**src/rtl/bcd_kcm_pkg.sv**
```systemverilog
package bcd_kcm_pkg;

    // Number of table locations: multiples 0..5 of the constant.
    localparam int unsigned MULT_SLOTS = 6;
    localparam int unsigned DIGIT_W    = 4;
    localparam int unsigned FIVE       = 5;
    localparam int unsigned NINE       = 9;

    typedef enum logic [1:0] {
        DIG_DIRECT   = 2'd0,   // 0..5, one table read
        DIG_COMPOSED = 2'd1,   // 6..9, entry five plus remainder entry
        DIG_ILLEGAL  = 2'd2    // 10..15
    } digit_class_e;

    // Width of one table entry: 5*K < 8*2^KW
    function automatic int unsigned table_width(input int unsigned kw);
        return kw + 3;
    endfunction

    // Width of one digit partial product: 9*K < 16*2^KW
    function automatic int unsigned pp_width(input int unsigned kw);
        return kw + 4;
    endfunction

    // Width of the final product: 99*K < 128*2^KW
    function automatic int unsigned prod_width(input int unsigned kw);
        return kw + 7;
    endfunction

    function automatic digit_class_e classify(input logic [DIGIT_W-1:0] d);
        if (d <= DIGIT_W'(FIVE))      return DIG_DIRECT;
        else if (d <= DIGIT_W'(NINE)) return DIG_COMPOSED;
        else                          return DIG_ILLEGAL;
    endfunction

endpackage

```
**src/rtl/multiple_table.sv**
```systemverilog
module multiple_table
    import bcd_kcm_pkg::*;
#(
    parameter int unsigned KW = 8,
    parameter logic [KW-1:0] K = KW'(47),
    localparam int unsigned TW = table_width(KW)
) (
    output logic [MULT_SLOTS-1:0][TW-1:0] entries
);

    assign entries[0] = '0;

    // Each slot is the previous slot plus the constant: no multiply.
    for (genvar i = 1; i < MULT_SLOTS; i++) begin : g_slot
        assign entries[i] = entries[i-1] + TW'(K);
    end

endmodule

```
**src/rtl/digit_partial.sv**
```systemverilog
module digit_partial
    import bcd_kcm_pkg::*;
#(
    parameter int unsigned KW = 8,
    localparam int unsigned TW  = table_width(KW),
    localparam int unsigned PPW = pp_width(KW)
) (
    input  logic [DIGIT_W-1:0]            digit,
    input  logic [MULT_SLOTS-1:0][TW-1:0] entries,
    output logic [PPW-1:0]                partial,
    output logic                          illegal
);

    digit_class_e cls;
    logic [2:0]   direct_idx;
    logic [2:0]   rest_idx;

    always_comb begin
        cls        = classify(digit);
        direct_idx = digit[2:0];
        rest_idx   = 3'(digit - DIGIT_W'(FIVE));
        partial    = '0;
        illegal    = 1'b0;
        unique case (cls)
            DIG_DIRECT:   partial = PPW'(entries[direct_idx]);
            DIG_COMPOSED: partial = PPW'(entries[FIVE]) + PPW'(entries[rest_idx]);
            default: begin
                partial = '0;
                illegal = 1'b1;
            end
        endcase
    end

endmodule

```
**src/rtl/times_ten.sv**
```systemverilog
module times_ten #(
    parameter int unsigned IW = 12,
    parameter int unsigned OW = 15
) (
    input  logic [IW-1:0] x,
    output logic [OW-1:0] y
);

    // 10x = 8x + 2x
    assign y = (OW'(x) << 3) + (OW'(x) << 1);

endmodule

```
**src/rtl/bcd_const_mult.sv**
```systemverilog
module bcd_const_mult
    import bcd_kcm_pkg::*;
#(
    parameter int unsigned KW = 8,
    parameter logic [KW-1:0] K = KW'(47),
    localparam int unsigned TW  = table_width(KW),
    localparam int unsigned PPW = pp_width(KW),
    localparam int unsigned PW  = prod_width(KW)
) (
    input  logic               clk,
    input  logic               rst,
    input  logic               in_valid,
    input  logic [DIGIT_W-1:0] tens_digit,
    input  logic [DIGIT_W-1:0] units_digit,
    output logic               out_valid,
    output logic [PW-1:0]      product,
    output logic               digit_err
);

    localparam logic [PW-1:0] MAX_PRODUCT = PW'(99) * PW'(K);

    logic [MULT_SLOTS-1:0][TW-1:0] entries;
    logic [PPW-1:0] tens_pp, units_pp;
    logic           tens_bad, units_bad;

    multiple_table #(.KW(KW), .K(K)) u_table (.entries(entries));

    digit_partial #(.KW(KW)) u_tens (
        .digit(tens_digit), .entries(entries),
        .partial(tens_pp), .illegal(tens_bad)
    );

    digit_partial #(.KW(KW)) u_units (
        .digit(units_digit), .entries(entries),
        .partial(units_pp), .illegal(units_bad)
    );

    // Stage 1: digit partial products
    logic           s1_valid;
    logic [PPW-1:0] s1_tens_pp, s1_units_pp;
    logic           s1_err;

    always_ff @(posedge clk) begin
        if (rst) begin
            s1_valid    <= 1'b0;
            s1_tens_pp  <= '0;
            s1_units_pp <= '0;
            s1_err      <= 1'b0;
        end else begin
            s1_valid <= in_valid;
            if (in_valid) begin
                s1_tens_pp  <= tens_pp;
                s1_units_pp <= units_pp;
                s1_err      <= tens_bad | units_bad;
            end
        end
    end

    // Stage 2: scale tens by ten and add units
    logic [PW-1:0] tens_scaled;
    logic [PW-1:0] sum;

    times_ten #(.IW(PPW), .OW(PW)) u_scale (.x(s1_tens_pp), .y(tens_scaled));

    assign sum = tens_scaled + PW'(s1_units_pp);

    always_ff @(posedge clk) begin
        if (rst) begin
            out_valid <= 1'b0;
            product   <= '0;
            digit_err <= 1'b0;
        end else begin
            out_valid <= s1_valid;
            if (s1_valid) begin
                product   <= s1_err ? '0 : sum;
                digit_err <= s1_err;
            end
        end
    end

    // Assertions
    p_accept_r6: assert property (@(posedge clk) disable iff (rst)
        in_valid |=> s1_valid);
    p_deliver_r6: assert property (@(posedge clk) disable iff (rst)
        s1_valid |=> out_valid);
    p_no_spurious_r6: assert property (@(posedge clk) disable iff (rst)
        !s1_valid |=> !out_valid);
    p_err_zero_r7: assert property (@(posedge clk) disable iff (rst)
        (out_valid && digit_err) |-> (product == '0));
    p_no_overflow_r5: assert property (@(posedge clk) disable iff (rst)
        (out_valid && !digit_err) |-> (product <= MAX_PRODUCT));
    p_hold_r8: assert property (@(posedge clk) disable iff (rst)
        !s1_valid |=> ($stable(product) && $stable(digit_err)));

endmodule

```
**config.mk**
```make
export PLATFORM = sky130hd
export DESIGN_NAME = bcd_const_mult
export DESIGN_NICKNAME = d
export VERILOG_FILES = /design/src/rtl/bcd_kcm_pkg.sv /design/src/rtl/multiple_table.sv /design/src/rtl/digit_partial.sv /design/src/rtl/times_ten.sv /design/src/rtl/bcd_const_mult.sv
export SDC_FILE = /design/constraint.sdc
export NUM_CORES = 1
export LEC_CHECK = 0
export ABC_AREA = 1
export BUFFER_PORTS_ARGS = -buffer_cell sky130_fd_sc_hd__buf_2
export CAP_MARGIN = 20
export CELL_PAD_IN_SITES_DETAIL_PLACEMENT = 0
export CELL_PAD_IN_SITES_GLOBAL_PLACEMENT = 1
export CORE_MARGIN = 2
export CORE_UTILIZATION = 35
export DETAILED_ROUTE_END_ITERATION = 6
export GPL_TIMING_DRIVEN = 0
export PLACE_DENSITY_LB_ADDON = 0.1
export SLEW_MARGIN = 25
export SYNTH_ARGS = -nofsm -noshare
export SYNTH_HDL_FRONTEND = slang
export SYNTH_SLANG_ARGS = --single-unit
```
**constraint.sdc**
```tcl
create_clock -name clk -period 5.96 [get_ports clk]
set_clock_uncertainty 0.05 [all_clocks]
set_input_delay 0 -clock clk [delete_from_list [all_inputs] [get_ports clk]]
set_output_delay 0 -clock clk [all_outputs]
set_load 0.05 [all_outputs]
```
# Word-level counts from Yosys, hierarchy flattened
# Memory sizes are Yosys's and may differ from the RTL's.
# Cells that the tools add are included.
dict set report op_classes {
  add_sub_neg 6
  order_cmp 8
  eq_ne 2
  mux 13
  bitwise_logic 1
  n_reduce_logical 4
}
# op n
set op_table {}
lappend op_table {{$pmux 12 s2} 2}
lappend op_table {{$mux 11} 4}
lappend op_table {{$add 8x11->12 const A} 2}
lappend op_table {{$lt 3x4->1 const B} 4}
lappend op_table {{$add 15x12->15} 1}
lappend op_table {{$add 15x13->15} 1}
lappend op_table {{$mux 15} 1}
lappend op_table {{$le 4x3->1 const B} 2}
lappend op_table {{$le 4x4->1 const B} 2}
lappend op_table {{$mux 2} 4}
lappend op_table {{$sub 3x3->3 const B} 2}
lappend op_table {{$eq 2x1->1 const B} 2}
lappend op_table {{$logic_not 2->1} 2}
lappend op_table {{$reduce_or 2->1} 2}
lappend op_table {{$mux 1} 2}
lappend op_table {{$or 1x1->1} 1}
dict set report word_totals {
  regBits 43
  rom_bits 352
  elab_cells 45
  mem_count 4
}
# name depth word_bits read_ports rd_ports_with_merged_regs wr line_no
set memory_table {}
lappend memory_table {{(no name shown)} 8 11 1 0 0 digit_partial.sv:25} ;# DIG_DIRECT: partial = PPW'(entries[direct_idx]);
lappend memory_table {{(no name shown)} 8 11 1 0 0 digit_partial.sv:26} ;# DIG_COMPOSED: partial = PPW'(entries[FIVE]) + PPW'(entries[rest_idx]);
lappend memory_table {{(no name shown)} 8 11 1 0 0 digit_partial.sv:26}
lappend memory_table {{(no name shown)} 8 11 1 0 0 digit_partial.sv:25}

# Depth between registers and ports, before layout
# Gate-level depths: netlist of the first run.
dict set report logic_depth {
  depth_word 7
  mapped_depth 14
  mapped_depth_nobuf 14
}

# Cells and area by module
# A second synthesis of the first run with hierarchy kept.
dict set report unflattened {
  cells_unflattened 1311
  hier_area_um2 7258.2
}
# mod n_inst cells_per_inst area_per_inst_um2 seq_area_each_um2
set by_module_without_submodules {}
lappend by_module_without_submodules {bcd_const_mult 1 336 2252.2 860.8}
lappend by_module_without_submodules {{digit_partial at u_units} 1 394 1953.1 0.0}
lappend by_module_without_submodules {{digit_partial at u_tens} 1 394 1920.6 0.0}
lappend by_module_without_submodules {times_ten 1 119 629.4 0.0}
lappend by_module_without_submodules {multiple_table 1 68 503.0 0.0}

# Least setup slack after synthesis of the first run
# Ideal clock, no wire load.
dict set report synth_timing {
  path_type {register to register}
  from {register s1_tens_pp[2]}
  to {register product[10]}
  setup_ns 0.132
  arrival_ns 1.881
  required_time_ns 5.778
  slack_ns 3.897
  path_stages_with_launch 12
  n_path_buf 0
  synth_period_minus_slack_ns 2.063
  cell_sequence {dfxtp_1 -> inv_1 -> fa_1 -> fa_1 -> inv_1 -> nand3_1 -> nand3_1 -> nand2_1 -> nand2_1 -> nand2_1 -> nand3_1 -> a21oi_1}
}
dict set report synth_between {
  elab_chain_len 3
}
# item line_no
set synth_rtl {}
lappend synth_rtl {{start: declaration} bcd_const_mult.sv:40} ;# logic [PPW-1:0] s1_tens_pp, s1_units_pp;
lappend synth_rtl {{start signal: assignment} bcd_const_mult.sv:52} ;# s1_tens_pp <= tens_pp;
lappend synth_rtl {{$add 15x13->15} times_ten.sv:10} ;# assign y = (OW'(x) << 3) + (OW'(x) << 1);
lappend synth_rtl {{$add 15x12->15} bcd_const_mult.sv:65} ;# assign sum = tens_scaled + PW'(s1_units_pp);
lappend synth_rtl {{$mux 15} bcd_const_mult.sv:75} ;# product <= s1_err ? '0 : sum;
lappend synth_rtl {{end signal: assignment} bcd_const_mult.sv:75}
lappend synth_rtl {{end: declaration} bcd_const_mult.sv:16} ;# output logic [PW-1:0] product,
# Every way passes these cells.
# A chain may end at the register's enable or synchronous reset.

# Final worst setup path of the first run
# Same ends and word-level chain as after synthesis.

==> flow_metrics.py, run 1 <==
metrics = {
    "status": {
        "outcome": "finished, final reports clean",
    },
    "power": {
        "p_per_area_nw_per_um2": 203,
        "ir_worst_vdd_v": 0.0000767,
        "total_leakage_power_uw": 0.00149,
    },
    "routing": {
        "drt-wirelength-per-cell_microns": 12.1,
        "wl_met1_mm": 3.05,
        "drtPass1Iterations": 4,
        "post-route-drc-count": 0,
        "top_signal_layer_used": "met4",
        "via_count": 2400,
        "wl_met3_microns": 181,
        "routed_wire_length_mm": 6.19,
        "wl_met2_mm": 2.83,
        "routed_via_density": 4.67,
        "detail_route.iter0.violations": 85,
        "final_antenna_net_count": 0,
    },
    "place": {
        "post-place-ws_ns": 3.65,
        "numPlacedInstances": 505,
        "finalWeightedCongestion": 0.808,
        "hpwl_mm": 5.06,
        "portBuffers": 25,
    },
    "global_route": {
        "groute.usage.overall_pct": 15.5,
        "pin_count_of_the_biggest_net_entering_global_routing": 12,
        "grt_pass1_wl_mm": 10.6,
        "antenna_found_initial": 0,
        "via_count_of_the_first_global_routing_pass": 2260,
        "globalRoute.totalOverflow": 0,
    },
    "critical_path": {
        "cp_data_arrival_time_ns": 2.38,
        "critPathLaunch": "s1_tens_pp[2]",
        "required_ns": 6.07,
        "r2r_startpoint": "s1_tens_pp[2]",
        "setup.worst_path.start_class": "flop",
        "worst_setup_ep_type": "flop",
        "criticalPathCategory": "reg -> reg",
        "worstPathMaxFanout": 4,
    },
    "floorplanning": {
        "initial_utilization_pct": 36.2,
        "die_height_microns": 90.9,
        "coreArea_sq_um": 7290,
        "fp-row-count": 31,
        "horiz_die_dim_microns": 90.9,
        "die-area_sq_um": 8260,
        "floorplan.io_pins": 28,
    },
    "sta": {
        "finalCriticalPeriod_ns": 2.27,
        "setup_total_negative_slack_ns": 0,
        "finalHoldViolations": 0,
        "drv_slew": 0,
        "layout_setup_ws_ns": 3.69,
        "fin_worst_hold_slack_ns": 0.0391,
        "layout_worst_path_cycle_share_pct": 38.1,
        "final-setup-viol-count": 0,
        "rsz_0062_raised_after_global_routing": "no",
        "maxClockFrequency_ghz": 0.440,
    },
    "finish": {
        "finish.cell_count_without_fillers": 514,
        "area.growth.synth_to_final_pct": 13.2,
        "drive_gt1_share_pct": 13.3,
        "n_antenna_cell": 0,
        "num-nets-final": 461,
    },
    "logic_synthesis": {
        "post_synthesis_sequential_element_count": 35,
        "synth_top_cell_by_area": "dfxtp_1",
        "synth_flop_cell": "dfxtp_1",
        "ranking_of_synthesized_cells_by_area": "dfxtp_1 27%, nand2_1 17%, ha_1 14%",
        "post-synth-top-count-cell": "nand2_1",
        "netlist_area_sq_um": 2640,
        "synth.distinct_cells": 33,
        "synth_top_cells_by_count": "117 x nand2_1, 41 x inv_1, 35 x dfxtp_1, 31 x a21oi_1, 30 x nand3_1",
        "async_flop_share_pct": 0,
        "post-synth-top-area-fraction_pct": 26.5,
        "yosysWarnings": 0,
        "number_of_flops_mapped_to_enable_cells_by_yosys": 0,
        "yosysSeqAreaShare_pct": 26.5,
        "postSynthAreaPerCell_sq_um": 6.95,
        "syn_inst": 380,
    },
    "clock_tree": {
        "number_of_cts_inserted_buffers": 5,
        "clock_latency_late_sink_ns": 0.29,
        "clk_path_buf_depth": 2,
        "ctsHtreeMaxLevel": 2,
        "tritoncts_num_sinks": 35,
        "post_cts_resized": 0,
        "cts.root.buffer_cell": "clkbuf_8",
        "post_cts_buffers": 0,
        "clk_pin_slew_worst_paths_ns": 0.08,
        "cts_tree": "built",
    },
    "run": {
        "drv_cap": 0,
    },
    "worst_hold_path": {
        "hold_start": "tens_digit[0]",
        "hold_path_class": "in -> reg",
    },
}
==> cells by family after synthesis <==
family          Yosys count  synth area share, %
compound gates           68                 15.1
buf+inv                  56                 9.14
other cells               1                0.142
flops                    35                 26.5
simple gates            181                 29.1
xor+xnor                  3                0.994
fa+ha+maj                36                 19.0
==> layout make-up <==
type	instances	area, sq um
Timing Repair Buffer	26	135
Multi-Input combinational cell	290	1700
Sequential cell	35	701
Clock buffer	6	72.6
Clock inverter	2	12.5
Inverter	47	176
Fill cell	822	4300
Tap cell	99	124
Buffer	9	65.1
==> stage by stage <==
stage	total power, uW	util, %	area [sq um]
finish	606	41.0	2990
global placement	441	39.7	2900
detailed placement	441	39.7	2900
CTS	614	41.0	2990
floorplan	396	-	2650
global route	647	41.0	2990
==> worst max-delay path, cell delays in order, from the launching register on <==
cell and delay (ns):
dfxtp_1 0.39, inv_1 0.09, fa_1 0.51, fa_1 0.44, inv_1 0.12, nand3_1 0.08
nand3_1 0.14, nand2_1 0.09, nand2_1 0.07, nand2_1 0.04, nand3_1 0.07, a21oi_1 0.07
==> power by group <==
part,internal [uW],switching [uW],total [uW]
clock,81.7,89.5,171
sequential,247,11.1,259
combinational,61.9,115,177
total,391,215,606
==> metal layers <==
metal  global-route usage [%]  vias to the layer above
li1                         -                     1298
met1                     20.4                     1050
met2                     26.0                       41
met3                     2.17                       11
met4                     5.43                        0
met5                        0                        -
==> path summary, 6_finish.rpt <==
path | to | slack [ns] | cells past startpoint
max | product[10] | 3.69 | 11
min | s1_tens_pp[0] | 0.04 | 3
max reg2reg | product[10] | 3.69 | 11
min reg2reg | product[0] | 0.41 | 2
==> registers in the layout, summed over array words and instances (netlist names) <==
register	cells
s1_err	1
s1_units_pp	9
product	13
s1_tens_pp	9
out_valid	1
digit_err	1
s1_valid	1
==> repair_timing <==
action                                  4_1_cts  5_1_grt
endpoints found under the hold margin         1        0
endpoints found under the setup margin        0        0
hold buffers                                  1        0
==> cell usage in the layout, fill, tap and decap left out, types with 2 or more instances in the layout <==
| master | instances |
|---|---|
| a21o_1 | 2 |
| a21oi_1 | 31 |
| a21oi_2 | 6 |
| buf_2 | 25 |
| buf_4 | 2 |
| clkbuf_1 | 5 |
| clkbuf_8 | 7 |
| clkinv_1 | 2 |
| conb_1 | 2 |
| dfxtp_1 | 35 |
| fa_1 | 7 |
| ha_1 | 29 |
| inv_1 | 41 |
| inv_2 | 4 |
| nand2_1 | 117 |
| nand2_2 | 2 |
| nand3_1 | 30 |
| nand3b_1 | 4 |
| nand4_1 | 3 |
| nor2_1 | 19 |
| o211ai_1 | 2 |
| o21ai_0 | 15 |
| o21ai_1 | 5 |
| o22ai_1 | 4 |
| or2_2 | 3 |
| xnor2_1 | 2 |
(Power assumes the default switching activity.)
==> run 2: changes to the inputs <==
Clock period 5.96 ns to 2.29 ns, I/O delays scaled along.
==> flow_metrics.py, run 2 (synthesis gave the netlist of run 1 again) <==
metrics = {
    "floorplanning": {
        "initial_utilization_pct": 36.2,
        "die_height_microns": 90.9,
        "fp-row-count": 31,
        "coreArea_sq_um": 7290,
        "horiz_die_dim_microns": 90.9,
        "die-area_sq_um": 8260,
        "floorplan.io_pins": 28,
    },
    "power": {
        "p_per_area_nw_per_um2": 526,
        "total_leakage_power_uw": 0.00150,
        "netSwitchingFraction_pct": 35.6,
        "p_total_uw": 1580,
        "intPower_uw": 1020,
        "clockPowerShare_pct": 28.2,
        "switching_power_uw": 563,
        "p_comb_share_pct": 29.3,
        "seqPwrFrac_pct": 42.5,
        "ir_worst_vdd_v": 0.000200,
    },
    "clock_tree": {
        "cts.root.buffer_cell": "clkbuf_8",
        "clk_pin_slew_worst_paths_ns": 0.08,
        "ctsHtreeMaxLevel": 2,
        "post_cts_buffers": 0,
        "number_of_cts_inserted_buffers": 5,
        "clock_latency_late_sink_ns": 0.29,
        "clk_path_buf_depth": 2,
        "cts_tree": "built",
        "tritoncts_num_sinks": 35,
    },
    "critical_path": {
        "required_ns": 2.40,
        "worst_setup_ep_type": "flop",
        "worst_path_max_delay_cell": "fa_1",
        "r2r_slack_ns": 0.18,
        "worstPathMaxFanout": 4,
        "rr_endpoint": "product[10]",
        "setup.worst_path.start_class": "flop",
        "cp_data_arrival_time_ns": 2.22,
        "critical_path.max_stage_delay_ns": 0.53,
        "r2r_startpoint": "s1_units_pp[3]",
        "reg2regPathDepth": 11,
        "worstPathCellList": "inv_1 -> fa_1 -> fa_2 -> inv_2 -> nand3_1 -> nand3_2 -> nand2_1 -> nand2_1 -> nand2_1 -> nand3_1 -> a21oi_1",
        "timing.critical_path.mode_cell": "nand2_1",
        "criticalPathCategory": "reg -> reg",
    },
    "global_route": {
        "pin_count_of_the_biggest_net_entering_global_routing": 12,
        "groute.usage.overall_pct": 15.5,
        "globalRoute.totalOverflow": 0,
        "grt_pass1_wl_mm": 10.6,
        "antenna_found_initial": 0,
        "via_count_of_the_first_global_routing_pass": 2260,
    },
    "routing": {
        "detail_route.iter0.violations": 87,
        "final_antenna_net_count": 0,
        "drtPass1Iterations": 4,
        "routed_via_density": 4.70,
        "via_count": 2414,
        "post-route-drc-count": 0,
        "drt-wirelength-per-cell_microns": 12.1,
        "routed_wire_length_mm": 6.20,
    },
    "worst_hold_path": {
        "hold_start": "tens_digit[0]",
        "whs_path_depth": 3,
        "hold_end": "s1_tens_pp[0]",
        "hold_path_class": "in -> reg",
    },
    "finish": {
        "most-common-layout-cells": "117 x nand2_1, 40 x inv_1, 33 x dfxtp_1",
        "seq_area_sq_um": 703,
        "utilization_pct": 41.2,
        "fin_area_sq_um": 3010,
        "area.growth.synth_to_final_pct": 13.8,
        "n_antenna_cell": 0,
        "fillCellCount": 823,
        "multiInputGateArea_sq_um": 1720,
        "layout.cells.most_common": "nand2_1",
        "biggestRegsByFlops": "product (13), s1_tens_pp (9), s1_units_pp (9)",
        "num-nets-final": 461,
        "drive_gt1_share_pct": 14.9,
        "regMostFlops": "product",
        "number_of_flip_flops_under_the_largest_register_name": 13,
    },
    "status": {
        "outcome": "finished, final reports clean",
    },
    "sta": {
        "finalCriticalPeriod_ns": 2.11,
        "fin_worst_hold_slack_ns": 0.0313,
        "layout_worst_path_cycle_share_pct": 92.0,
        "layout_setup_ws_ns": 0.183,
        "rsz_0062_raised_after_global_routing": "no",
        "maxClockFrequency_ghz": 0.475,
        "finalHoldViolations": 0,
        "drv_slew": 0,
        "final-setup-viol-count": 0,
    },
    "place": {
        "placedInstanceArea_sq_um": 2900,
        "portBuffers": 25,
        "hpwl_mm": 5.06,
        "post-place-ws_ns": -0.0164,
        "finalWeightedCongestion": 0.808,
    },
    "run": {
        "drv_cap": 0,
    },
}
-- run 2: cell counts in the layout (fill, tap and decap cells not counted) --
Identical to the previous run, type by type.
-- run 2: how the worst max path moves through the flow --
stage	startpoint	to	slack, ns	depth (start not counted)
global route	s1_units_pp[3]	product[9]	0.01	11
global placement	s1_tens_pp[2]	product[10]	-0.007	11
detailed placement	s1_tens_pp[2]	product[10]	-0.02	11
floorplan	s1_tens_pp[2]	product[10]	0.23	11
finish	s1_units_pp[3]	product[10]	0.18	11
CTS	s1_tens_pp[2]	product[10]	0.03	11
-- run 2: timing repair --
action                                 in CTS  in global routing
resized for setup                           1                  6
endpoints found under the hold margin       1                  0
hold buffers                                1                  0
pin swaps                                   0                  1
setup endpoints to repair                   1                  6
cloned                                      0                  0
-- run 2: cell type report --
class / instances / area share [%]
well taps: 99 / 4.12
flip-flops and latches: 35 / 23.4
multi-input cells: 290 / 57.1
clock buffers: 6 / 2.41
plain buffers: 9 / 2.16
inverters: 47 / 5.87
clock inverters: 2 / 0.416
repair buffers: 26 / 4.49
-- run 2: through the flow --
stage                     instances  TNS (ns)
after floorplan                 381         0
after global placement          505  -0.00700
after detailed placement        505   -0.0164
after CTS                       514         0
after global routing            514         0
final                           514         0
-- run 2: critical path, delay by kind of cell, from the launching register on --
kind / cells / cell delay, ns
adder cells (fa/ha/maj): 2 / 0.94
AND/OR/NAND/NOR: 6 / 0.44
flip-flops: 1 / 0.34
buffers and inverters: 2 / 0.15
AO/OA/AOI/OAI: 1 / 0.07
-- run 2: metal layers --
metal / routed length [microns] / share of wire [%] / GRT usage, %
met1: 3030 / 49 / 20.4
met2: 2830 / 46 / 26.0
met3: 200 / 3.2 / 2.17
met4: 140 / 2.3 / 5.43
met5: 0 / 0 / 0
-- run 2: power groups by stage --
stage          Clock [uW]  Combinational [uW]  Sequential [uW]
3_5_place_dp            0                 459              687
4_1_cts               461                 464              673
6_report              446                 463              673
5_1_grt               481                 527              678
3_3_place_gp            0                 460              687
2_1_floorplan           0                 313              719
